[src/rtl/pt_pkg.sv]
package pt_pkg;

    typedef enum logic [3:0] {
        CMD_INTACK  = 4'b0000,
        CMD_SPECIAL = 4'b0001,
        CMD_IORD    = 4'b0010,
        CMD_IOWR    = 4'b0011,
        CMD_MEMRD   = 4'b0110,
        CMD_MEMWR   = 4'b0111,
        CMD_CFGRD   = 4'b1010,
        CMD_CFGWR   = 4'b1011,
        CMD_MEMRDM  = 4'b1100,
        CMD_DUAL    = 4'b1101,
        CMD_MEMRDL  = 4'b1110,
        CMD_MEMWI   = 4'b1111
    } bus_cmd_e;

    typedef struct packed {
        logic is_cfg;
        logic is_mem;
        logic is_write;
    } cmd_class_t;

    typedef enum logic [1:0] {
        ST_IDLE = 2'd0,
        ST_DATA = 2'd1,
        ST_WAIT = 2'd2
    } bus_st_e;

    function automatic cmd_class_t classify(input logic [3:0] code);
        cmd_class_t c;
        c = '0;
        case (code)
            CMD_CFGRD:  c.is_cfg = 1'b1;
            CMD_CFGWR:  begin c.is_cfg = 1'b1; c.is_write = 1'b1; end
            CMD_MEMRD, CMD_MEMRDM, CMD_MEMRDL: c.is_mem = 1'b1;
            CMD_MEMWR, CMD_MEMWI: begin c.is_mem = 1'b1; c.is_write = 1'b1; end
            default:    c = '0;
        endcase
        return c;
    endfunction

    function automatic logic [31:0] lane_merge(input logic [31:0] old_v,
                                               input logic [31:0] new_v,
                                               input logic [3:0]  be_n);
        logic [31:0] r;
        for (int b = 0; b < 4; b++) begin
            r[8*b +: 8] = be_n[b] ? old_v[8*b +: 8] : new_v[8*b +: 8];
        end
        return r;
    endfunction

endpackage

[src/rtl/pt_cfg_space.sv]
module pt_cfg_space
    import pt_pkg::*;
#(
    parameter logic [15:0] VENDOR_ID  = 16'h1D0F,
    parameter logic [15:0] DEVICE_ID  = 16'hB17E,
    parameter logic [23:0] CLASS_CODE = 24'h058000,
    parameter logic [7:0]  REVISION   = 8'h03,
    parameter bit          BIST_CAP   = 1'b1,
    parameter bit          PREFETCH   = 1'b0,
    parameter int          WIN_BITS   = 12
) (
    input  logic                clk,
    input  logic                rst_n,
    input  logic [5:0]          rd_idx,
    output logic [31:0]         rd_data,
    input  logic                wr_en,
    input  logic [5:0]          wr_idx,
    input  logic [31:0]         wr_data,
    input  logic [3:0]          wr_be_n,
    output logic                mem_en,
    output logic [31-WIN_BITS:0] bar_base
);
    localparam int BARW = 32 - WIN_BITS;

    typedef struct packed {
        logic            mem_en;
        logic [7:0]      latency;
        logic [7:0]      line_size;
        logic [3:0]      int_line;
        logic [BARW-1:0] base;
        logic            bist_run;
    } cfg_t;

    cfg_t q, d;
    logic [31:0] v_id, v_cmd, v_class, v_misc, v_bar, v_int, w;

    assign v_id    = {DEVICE_ID, VENDOR_ID};
    assign v_cmd   = {30'b0, q.mem_en, 1'b0};
    assign v_class = {CLASS_CODE, REVISION};
    assign v_misc  = {BIST_CAP, q.bist_run, 6'b0, 8'h00, q.latency, q.line_size};
    assign v_bar   = {q.base, {(WIN_BITS-4){1'b0}}, PREFETCH, 3'b000};
    assign v_int   = {16'h0000, 8'h01, 4'h0, q.int_line};

    always_comb begin
        case (rd_idx)
            6'd0:    rd_data = v_id;
            6'd1:    rd_data = v_cmd;
            6'd2:    rd_data = v_class;
            6'd3:    rd_data = v_misc;
            6'd4:    rd_data = v_bar;
            6'd15:   rd_data = v_int;
            default: rd_data = 32'h0;
        endcase
    end

    always_comb begin
        d = q;
        d.bist_run = 1'b0;
        w = 32'h0;
        if (wr_en) begin
            case (wr_idx)
                6'd1: begin
                    w = lane_merge(v_cmd, wr_data, wr_be_n);
                    d.mem_en = w[1];
                end
                6'd3: begin
                    w = lane_merge(v_misc, wr_data, wr_be_n);
                    d.latency   = w[15:8];
                    d.line_size = w[7:0];
                    d.bist_run  = BIST_CAP && w[30] && !wr_be_n[3];
                end
                6'd4: begin
                    w = lane_merge(v_bar, wr_data, wr_be_n);
                    d.base = w[31:WIN_BITS];
                end
                6'd15: begin
                    w = lane_merge(v_int, wr_data, wr_be_n);
                    d.int_line = w[3:0];
                end
                default: w = 32'h0;
            endcase
        end
    end

    always_ff @(posedge clk or negedge rst_n) begin
        if (!rst_n) q <= '0;
        else        q <= d;
    end

    assign mem_en   = q.mem_en;
    assign bar_base = q.base;

    assert_bist_selfclear_R9: assert property (@(posedge clk) disable iff (!rst_n)
        q.bist_run |=> !q.bist_run);

    assert_bar_from_write_R7: assert property (@(posedge clk) disable iff (!rst_n)
        !$stable(q.base) |-> $past(wr_en && wr_idx == 6'd4));

endmodule

[src/rtl/pt_mem_window.sv]
module pt_mem_window #(
    parameter int WORDS = 16,
    localparam int IW   = $clog2(WORDS)
) (
    input  logic          clk,
    input  logic [IW-1:0] idx,
    input  logic          wr_en,
    input  logic [31:0]   wr_data,
    input  logic [3:0]    wr_be_n,
    output logic [31:0]   rd_data
);
    logic [31:0] mem_q [WORDS];

    assign rd_data = mem_q[idx];

    always_ff @(posedge clk) begin
        for (int b = 0; b < 4; b++) begin
            if (wr_en && !wr_be_n[b]) mem_q[idx][8*b +: 8] <= wr_data[8*b +: 8];
        end
    end
endmodule

[src/rtl/pt_parity.sv]
module pt_parity (
    input  logic        clk,
    input  logic        rst_n,
    input  logic [35:0] drv_bits,
    input  logic        drv_en,
    input  logic [35:0] chk_bits,
    input  logic        chk_en,
    input  logic        par_i,
    output logic        par_o,
    output logic        par_oe_o,
    output logic        perr_o
);
    typedef struct packed {
        logic par;
        logic par_oe;
        logic pend;
        logic expect_par;
        logic perr;
    } par_t;

    par_t q, d;

    always_comb begin
        d            = q;
        d.par        = ^drv_bits;
        d.par_oe     = drv_en;
        d.pend       = chk_en;
        d.expect_par = ^chk_bits;
        d.perr       = q.pend && (par_i != q.expect_par);
    end

    always_ff @(posedge clk or negedge rst_n) begin
        if (!rst_n) q <= '0;
        else        q <= d;
    end

    assign par_o    = q.par;
    assign par_oe_o = q.par_oe;
    assign perr_o   = q.perr;

    assert_perr_after_check_R11: assert property (@(posedge clk) disable iff (!rst_n)
        perr_o |-> $past(q.pend));

    assert_par_follows_drive_R10: assert property (@(posedge clk) disable iff (!rst_n)
        par_oe_o |-> $past(drv_en));
endmodule

[src/rtl/pt_target.sv]
module pt_target
    import pt_pkg::*;
#(
    parameter logic [15:0] VENDOR_ID  = 16'h1D0F,
    parameter logic [15:0] DEVICE_ID  = 16'hB17E,
    parameter logic [23:0] CLASS_CODE = 24'h058000,
    parameter logic [7:0]  REVISION   = 8'h03,
    parameter bit          BIST_CAP   = 1'b1,
    parameter bit          PREFETCH   = 1'b0,
    parameter int          WIN_BITS   = 12,
    parameter int          MEM_WORDS  = 16
) (
    input  logic        clk,
    input  logic        rst_n,
    input  logic        frame_i,
    input  logic        irdy_i,
    input  logic        idsel_i,
    input  logic [31:0] ad_i,
    input  logic [3:0]  cbe_i,
    input  logic        par_i,
    output logic [31:0] ad_o,
    output logic        ad_oe_o,
    output logic        par_o,
    output logic        par_oe_o,
    output logic        devsel_o,
    output logic        trdy_o,
    output logic        perr_o
);
    localparam int  IW     = $clog2(MEM_WORDS);
    localparam bit  ABSENT = (VENDOR_ID == 16'hFFFF);

    typedef struct packed {
        bus_st_e     st;
        logic        devsel;
        logic        trdy;
        logic        write;
        logic        cfg;
        logic [5:0]  idx;
        logic [31:0] rdata;
    } tgt_t;

    tgt_t q, d;

    cmd_class_t          cls;
    logic                cfg_hit, mem_hit, xfer, mem_en;
    logic [31-WIN_BITS:0] bar_base;
    logic [31:0]         cfg_rd, mem_rd;
    logic [IW-1:0]       mem_idx;

    assign cls     = classify(cbe_i);
    assign cfg_hit = !ABSENT && cls.is_cfg && idsel_i && (ad_i[1:0] == 2'b00);
    assign mem_hit = !ABSENT && cls.is_mem && mem_en && (ad_i[31:WIN_BITS] == bar_base);
    assign xfer    = (q.st == ST_DATA) && irdy_i;
    assign mem_idx = (q.st == ST_IDLE) ? ad_i[2 +: IW] : q.idx[IW-1:0];

    pt_cfg_space #(
        .VENDOR_ID(VENDOR_ID), .DEVICE_ID(DEVICE_ID), .CLASS_CODE(CLASS_CODE),
        .REVISION(REVISION), .BIST_CAP(BIST_CAP), .PREFETCH(PREFETCH),
        .WIN_BITS(WIN_BITS)
    ) u_cfg (
        .clk(clk), .rst_n(rst_n),
        .rd_idx(ad_i[7:2]), .rd_data(cfg_rd),
        .wr_en(xfer && q.write && q.cfg), .wr_idx(q.idx),
        .wr_data(ad_i), .wr_be_n(cbe_i),
        .mem_en(mem_en), .bar_base(bar_base)
    );

    pt_mem_window #(.WORDS(MEM_WORDS)) u_mem (
        .clk(clk), .idx(mem_idx),
        .wr_en(xfer && q.write && !q.cfg),
        .wr_data(ad_i), .wr_be_n(cbe_i), .rd_data(mem_rd)
    );

    always_comb begin
        d = q;
        case (q.st)
            ST_IDLE: begin
                if (frame_i) begin
                    if (cfg_hit || mem_hit) begin
                        d.st     = ST_DATA;
                        d.devsel = 1'b1;
                        d.trdy   = 1'b1;
                        d.write  = cls.is_write;
                        d.cfg    = cfg_hit;
                        d.idx    = ad_i[7:2];
                        d.rdata  = cfg_hit ? cfg_rd : mem_rd;
                    end else begin
                        d.st = ST_WAIT;
                    end
                end
            end
            ST_DATA: begin
                if (irdy_i) begin
                    d.st     = ST_WAIT;
                    d.devsel = 1'b0;
                    d.trdy   = 1'b0;
                end
            end
            default: begin
                if (!frame_i && !irdy_i) d.st = ST_IDLE;
            end
        endcase
    end

    always_ff @(posedge clk or negedge rst_n) begin
        if (!rst_n) q <= '{st: ST_IDLE, default: '0};
        else        q <= d;
    end

    assign devsel_o = q.devsel;
    assign trdy_o   = q.trdy;
    assign ad_oe_o  = (q.st == ST_DATA) && !q.write;
    assign ad_o     = q.rdata;

    pt_parity u_par (
        .clk(clk), .rst_n(rst_n),
        .drv_bits({ad_o, cbe_i}), .drv_en(ad_oe_o),
        .chk_bits({ad_i, cbe_i}), .chk_en(xfer && q.write),
        .par_i(par_i), .par_o(par_o), .par_oe_o(par_oe_o), .perr_o(perr_o)
    );

    assert_devsel_timing_R3: assert property (@(posedge clk) disable iff (!rst_n)
        $rose(devsel_o) |-> $past(frame_i && q.st == ST_IDLE));

    assert_cfg_needs_idsel_R2: assert property (@(posedge clk) disable iff (!rst_n)
        ($rose(devsel_o) && q.cfg) |-> $past(idsel_i));

    assert_mem_needs_enable_R8: assert property (@(posedge clk) disable iff (!rst_n)
        ($rose(devsel_o) && !q.cfg) |-> $past(mem_en));

    assert_drive_when_claimed_R3: assert property (@(posedge clk) disable iff (!rst_n)
        ad_oe_o |-> (devsel_o && trdy_o));
endmodule

[config.mk]
export PLATFORM = sky130hd
export DESIGN_NAME = pt_target
export DESIGN_NICKNAME = d
export VERILOG_FILES = /design/src/rtl/pt_pkg.sv /design/src/rtl/pt_cfg_space.sv /design/src/rtl/pt_mem_window.sv /design/src/rtl/pt_parity.sv /design/src/rtl/pt_target.sv
export SDC_FILE = /design/constraint.sdc
export NUM_CORES = 1
export LEC_CHECK = 0
export ABC_AREA = 1
export BUFFER_PORTS_ARGS = -buffer_cell sky130_fd_sc_hd__buf_2
export CAP_MARGIN = 10
export CORE_ASPECT_RATIO = 2
export CORE_MARGIN = 2
export CORE_UTILIZATION = 60
export CTS_CLUSTER_SIZE = 14
export DETAILED_ROUTE_END_ITERATION = 12
export PLACE_DENSITY = 0.81
export SYNTH_ARGS = -nofsm -noshare
export SYNTH_HDL_FRONTEND = slang
export SYNTH_SLANG_ARGS = --single-unit
export TNS_END_PERCENT = 5
[constraint.sdc]
create_clock -name clk -period 3.1 [get_ports clk]
set_input_delay 0.465 -clock clk [delete_from_list [all_inputs] [get_ports clk]]
set_output_delay 0.465 -clock clk [all_outputs]
set_load 0.01 [all_outputs]
==> metrics, run 1 <==
ys async rst share ~15%; Comb pwr share between 30% and 40%; Slowest cell on crit path dfrtp_1; total negative setup slack 0 ps; first-pass GRT wire length ~120000 um; Total Wirelength slightly below 80000 um; Post-synth EDFFs 512; number of vias per cell 5.97; clock latency on the worst-skew pair ~600 ps; critical path's most frequent cell nand2_1; initial antenna violation count 0; CP peak stage delay about 440 ps; Crit Path Max Fanout 12; leak pwr 13.0 nW; Switch Pwr slightly below 0.009 W; final net count 2988; Hold Crit Start par_i; final worst-path cycle share about 90%; most common flop cell mapped by yosys edfxtp_1; Crit. End Element flop; Final setup violation count 0; post-route ant nets 0; Max Slew Vio Count 0; I/O pin cnt 80; Cell Rows 110; Max Cap Violations 0; Initial Util 60.7%; Pint approximately 0.014 W; Die X between 150 and 200 um; Synth Area in Simple Gates between 20% and 30%; mapped cell area around 27000 sq um; vias in the first global route around 21000; WL per Instance roughly 22 um; Post-CTS Resized 0; Sequential Area ~18000 sq um; Ys Warns 0; Cell variety after synth 36; drt first pass iters 7; mux cell area share after synthesis less than 1%; n_diodes 0; Worst Path Required 3380 ps; Max Root-Sink Buffers 3; CP Cell Sequence nor2_4 -> nand2_1 -> o21ai_2 -> inv_2 -> nor2_2 -> nand2_1 -> nor2_1 -> buf_4; cells after synthesis around 2800; synthesized area per cell between 9 and 10 sq um; Worst-path clk slew approximately 60 ps; syn_nets just under 3000; post-synthesis sequential area ratio 64.7%; RD Place Congestion 1.00; Post-Synth XOR/XNOR Area roughly 1.8%; pin count of the biggest net entering global routing slightly above 100; final hold viol count 0; total grt overflow 0; Least-Margin Pin Slew ~1000 ps; min Tclk post-route 2780 ps; layout cells sized above 1 a little over a tenth; Vias approximately 21000; Post-Synth Adder-Cell Area 0.689%; core area approximately 45000 sq um; Port Buffers between 70 and 80; clk root buf clkbuf_16; sequential share of power about two fifths; Buf/Inv on CP 2; Synth Register Bits 602; Area Growth Syn to Fin 10.7%; DP Wirelength 53400 um; RSZ-0062 raised after global routing no; htree depth 2; Peak VDD IR ~0.68 mV; critical path class flop to flop; Die ar. approximately 47000 sq um; Slew headroom 32.2%; Peak Freq 360 MHz; drt drc 0; clock group share of total power approximately a quarter; Sw Share a little under two fifths; CTS buffer count between 50 and 60; Die Ht between 300 and 400 um; worst r2r src q[43]$_DFFE_PN0P_; Worst path top cell family by delay simple AND/OR/NAND/NOR gates; Synth Area in Compound Gates under 10%; P per Cell Area ~760 nW/um^2; # fillers 3309; Hold/Removal Path Class input port to flop; Final Skew 16.3 ps; Worst Path Arrival 3060 ps; total track usage 33.6%; Hold WS around 140 ps; area of the multi-input gates ~8500 sq um; Startpoint Class flop; largest family of logic cells by synthesized area simple AND/OR/NAND/NOR gates; CTS tree yes; Worst Setup SP q[43]$_DFFE_PN0P_; DRT iter0 DRCs about 2100; status complete, no violations; # clock sinks ~600
-- cell families after synthesis --
| group | Yosys count |
|---|---|
| mux | 4 |
| buf+inv | 262 |
| xor+xnor | 56 |
| fa+ha+maj | 15 |
| flops | 602 |
| simple gates | 1701 |
| compound gates | 186 |
-- cell usage in the layout, fill, tap and decap left out, drive strengths merged, types with 2 or more instances in the layout --
master,instances
nand2,1311
edfxtp,512
nand3,226
buf,226
nor2,151
o21ai,91
dfrtp,90
a21oi,89
inv,87
clkbuf,73
xnor2,39
xor2,17
ha,15
clkinv,8
nand4,5
mux2,4
a22oi,3
nand3b,2
a31oi,2
bufinv,2
-- worst register-to-register path: stages (launching register included) --
cell	delay [ps]
dfrtp_1	440
nor2_4	310
nand2_1	110
o21ai_2	130
inv_2	70
nor2_2	410
nand2_1	370
nor2_1	400
buf_4	250
-- cell usage after synthesis (2+ instances only) --
library cell	n	share of area, %
ha_1	15	0.69
nand4_1	5	0.11
mux2_1	2	0.083
a22oi_1	3	0.083
nand3_1	226	4.2
a31oi_1	2	0.046
nor2_2	3	0.069
buf_4	38	1.0
inv_1	80	1.1
buf_1	5	0.069
inv_2	6	0.083
buf_2	68	1.2
xnor2_1	39	1.3
dfrtp_1	90	8.3
a21oi_1	89	1.6
o21ai_1	27	0.50
edfxtp_1	512	56
nor2_1	147	2.0
clkbuf_1	64	0.88
nand2_2	6	0.14
mux2_2	2	0.083
nand3b_1	2	0.055
nand2_1	1304	18
o21ai_0	63	1.2
xor2_1	17	0.55
-- metrics by stage --
stage	util (%)	instance area [sq um]	setup slack, ps	std cells	total power [W]
after detailed placement	64.0	28700	345	3437	0.0170
final	67.3	30200	322	3522	0.0231
after global placement	64.0	28700	349	3437	0.0168
after global routing	67.3	30200	207	3522	0.0241
after CTS	67.3	30200	408	3522	0.0228
after floorplan	-	27300	834	2826	0.0145
-- metal layers --
layer	wire [um]	global-route usage, %	share of wire, %
met2	38600	56.4	49
met1	25900	37.7	33
met5	0	0	0
met4	7460	27.0	9.5
met3	6990	5.42	8.9
-- layout make-up --
class	count	area share, %
Sequential cell	602	58.4
Multi-Input combinational cell	1962	28.0
Clock inverter	11	0.344
Inverter	87	1.09
Timing Repair Buffer	227	5.30
Tap cell	560	2.32
Clock buffer	73	4.54
-- timing repair --
action	in CTS	in global routing
endpoints found under the hold margin	35	0
hold buffers	1	0
buffers inserted	0	0
-- state kept, by name, indices dropped and copies added, names as in the netlist, 2 cells and up --
name / flops
u_mem.mem_q: 512
q: 10
u_par.q: 2
u_cfg.bar_base: 20
ad_o: 32
u_cfg.q: 21
-- final timing paths --
| kind | slack (ps) | cells past startpoint | end |
|---|---|---|---|
| max in group asynchronous | 1980 | 3 | ad_o[25]$_DFFE_PN0P_ |
| setup / recovery | 320 | 8 | u_mem.mem_q[9][1]$_DFFE_PP_ |
| hold reg to reg | 480 | 2 | u_par.perr_o$_DFF_PN0_ |
| min in group asynchronous | 410 | 2 | ad_o[7]$_DFFE_PN0P_ |
| hold / removal | 140 | 3 | u_par.perr_o$_DFF_PN0_ |
| setup reg to reg | 320 | 8 | u_mem.mem_q[9][1]$_DFFE_PP_ |
-- power by group through the flow --
stage / sequential [W] / clock, W / combinational (W)
3_3_place_gp: 0.00926 / 0 / 0.00752
5_1_grt: 0.00911 / 0.00628 / 0.00870
4_1_cts: 0.00909 / 0.00597 / 0.00777
6_report: 0.00911 / 0.00595 / 0.00801
3_5_place_dp: 0.00926 / 0 / 0.00770
2_1_floorplan: 0.00920 / 0 / 0.00530
Note: power is estimated with default switching activity, not from simulation.
==> inputs of run 2 (changes only) <==
--- a/config.mk
+++ b/config.mk
@@ -8,12 +8,14 @@
 export ABC_AREA = 1
 export BUFFER_PORTS_ARGS = -buffer_cell sky130_fd_sc_hd__buf_2
 export CAP_MARGIN = 10
+export CELL_PAD_IN_SITES_DETAIL_PLACEMENT = 1
+export CELL_PAD_IN_SITES_GLOBAL_PLACEMENT = 1
 export CORE_ASPECT_RATIO = 2
 export CORE_MARGIN = 2
-export CORE_UTILIZATION = 60
+export CORE_UTILIZATION = 40
 export CTS_CLUSTER_SIZE = 14
 export DETAILED_ROUTE_END_ITERATION = 12
-export PLACE_DENSITY = 0.81
+export PLACE_DENSITY = 0.71
 export SYNTH_ARGS = -nofsm -noshare
 export SYNTH_HDL_FRONTEND = slang
 export SYNTH_SLANG_ARGS = --single-unit
==> metrics, run 2 (synthesized netlist as in run 1, its figures left out) <==
Reg with most FFs u_mem.mem_q; clock latency on the worst-skew pair 630 ps (+40 ps); n_diodes 0 (unchanged); vias in the first global route 22100 (+6.6%); final net count 2983 (-0.17%); Port Buffers 79 (unchanged); Max Root-Sink Buffers 3 (unchanged); Peak Freq 355 MHz (-1.3%); Startpoint Class flop; Initial Util 40.3% (-20 points); min Tclk post-route 2810 ps (+36.4 ps); # clock sinks 602 (unchanged); DRT iter0 DRCs 1310 (-39%); Post-CTS Resized 0 (unchanged); Die X 189 um (+22%); status complete, no violations; Comb pwr share 35.1% (+0.4 points); Total Wirelength 89600 um (+13%); leak pwr 13.1 nW (+0.34%); Pint 0.0146 W (+1.7%); most frequent cells in the layout 1302 x nand2_1, 512 x edfxtp_1, 226 x nand3_1, 145 x nor2_1, 130 x buf_4; Sw Share 38.6% (+0.81 points); RSZ-0062 raised after global routing no; Die ar. 70400 sq um (+49%); Hold/Removal Path Class input port to flop; I/O pin cnt 80 (unchanged); Die Ht 373 um (+22%); RD Place Congestion 0.915 (-8.9%); Crit. End Element flop; post-route ant nets 0 (unchanged); Cell Rows 135 (+23%); post-route core utilization 45.5% (-22 points); total grt overflow 0 (unchanged); DP Wirelength 61400 um (+15%); leading cell type in the layout, fill and taps excluded nand2_1; Final setup violation count 0 (unchanged); Peak VDD IR 0.442 mV (-35%); clock group share of total power 26.7% (+0.9 points); clk root buf clkbuf_16; CTS buffer count 53 (+3.9%); drt first pass iters 5 (-2); number of vias per cell 5.31 (-11%); total negative setup slack 0 ps (unchanged); Crit Path Max Fanout 10 (-2); sequential share of power 38.2% (-1.3 points); Least-Margin Pin Slew 902 ps (-108 ps); core area 67600 sq um (+51%); Worst Path Required 3430 ps (+50 ps); fin area 30700 sq um (+1.8%); initial antenna violation count 1 (+1); max reg flops 512 (unchanged); Slew headroom 39.9% (+7.7 points); Max Cap Violations 0 (unchanged); dpl cell area 29100 sq um (+1.5%); layout cells sized above 1 10.5% (+0.030 points); WL per Instance 23.2 um (+3.7%); final worst-path cycle share 90.8% (+1.2 points); Worst Path Arrival 3140 ps (+80 ps); htree depth 2 (unchanged); total track usage 25.6% (-8.0 points); Final Skew 34.4 ps (+18.1 ps); CTS tree yes; first-pass GRT wire length 135000 um (+14%); critical path class flop to flop; Worst-path clk slew 70 ps (about the same); Max Slew Vio Count 0 (unchanged); drt drc 0 (unchanged); Vias 20400 (-2.7%); pin count of the biggest net entering global routing 126 (+25%); Switch Pwr 0.00917 W (+5.3%); P per Cell Area 774 nW/um^2 (+1.3%); Area Growth Syn to Fin 12.7%; final hold viol count 0 (unchanged)
-- run 2: changes by cell type in the layout (fill, tap and decap cells not counted), moves of 2 or more --
cell / previous run / this run
clkbuf_16: 51 / 53
nor2_4: 1 / 3
nor2_2: 5 / 3
clkinv_2: 1 / 5
buf_12: 7 / 11
buf_4: 141 / 130
-- run 2: power groups by stage --
stage | clock [W] | sequential [W] | combinational, W
final | 0.00636 | 0.00908 | 0.00835
after global routing | 0.00671 | 0.00909 | 0.00919
after CTS | 0.00648 | 0.00908 | 0.00839
after detailed placement | 0 | 0.00925 | 0.00831
after global placement | 0 | 0.00924 | 0.00810
after floorplan | 0 | 0.00920 | 0.00530
-- run 2: metal layers --
metal	vias up	wire length, um	global-route usage, %
met4	0	5390	14.2
met3	207	3710	2.55
li1	9455	-	-
met1	10200	33700	29.1
met2	573	46800	46.7
met5	-	0	0
-- run 2: path summary, 6_finish.rpt --
kind,start,endpoint,slack [ps],depth (start not counted)
max,q[43]$_DFFE_PN0P_,u_mem.mem_q[15][25]$_DFFE_PP_,290,6
max in group asynchronous,rst_n,ad_o[20]$_DFFE_PN0P_,2000,3
min in group asynchronous,rst_n,ad_o[9]$_DFFE_PN0P_,370,2
min,par_i,u_par.perr_o$_DFF_PN0_,130,4
min reg2reg,q[39]$_DFFE_PN0P_,u_par.par_oe_o$_DFF_PN0_,470,1
max reg2reg,q[43]$_DFFE_PN0P_,u_mem.mem_q[15][25]$_DFFE_PP_,290,6
-- run 2: repair_timing --
item	CTS	global route
hold endpoints to repair	31	0
buffers inserted	0	0
hold buffers	1	0
-- run 2: critical path, cell delays in order (launching register included) --
cell	delay (ps)
dfrtp_1	440
nor2_4	350
o21ai_1	240
nor2_4	380
nand2_1	570
nor2_1	330
buf_4	210
-- run 2: per-stage QoR --
step	total power, W	cells	worst slack, ps	hold slack [ps]
after floorplan	0.0145	2826	834	169
after global placement	0.0173	3760	256	451
after detailed placement	0.0176	3760	297	453
after CTS	0.0240	3853	338	106
after global routing	0.0250	3853	190	160
final	0.0238	3853	285	128
-- run 2: area by class of cell --
type | count | area, sq um
Clock buffer | 74 | 1410
Clock inverter | 18 | 175
Fill cell | 7696 | 36800
Inverter | 87 | 329
Multi-Input combinational cell | 1962 | 8470
Sequential cell | 602 | 17600
Tap cell | 890 | 1110
Timing Repair Buffer | 220 | 1600
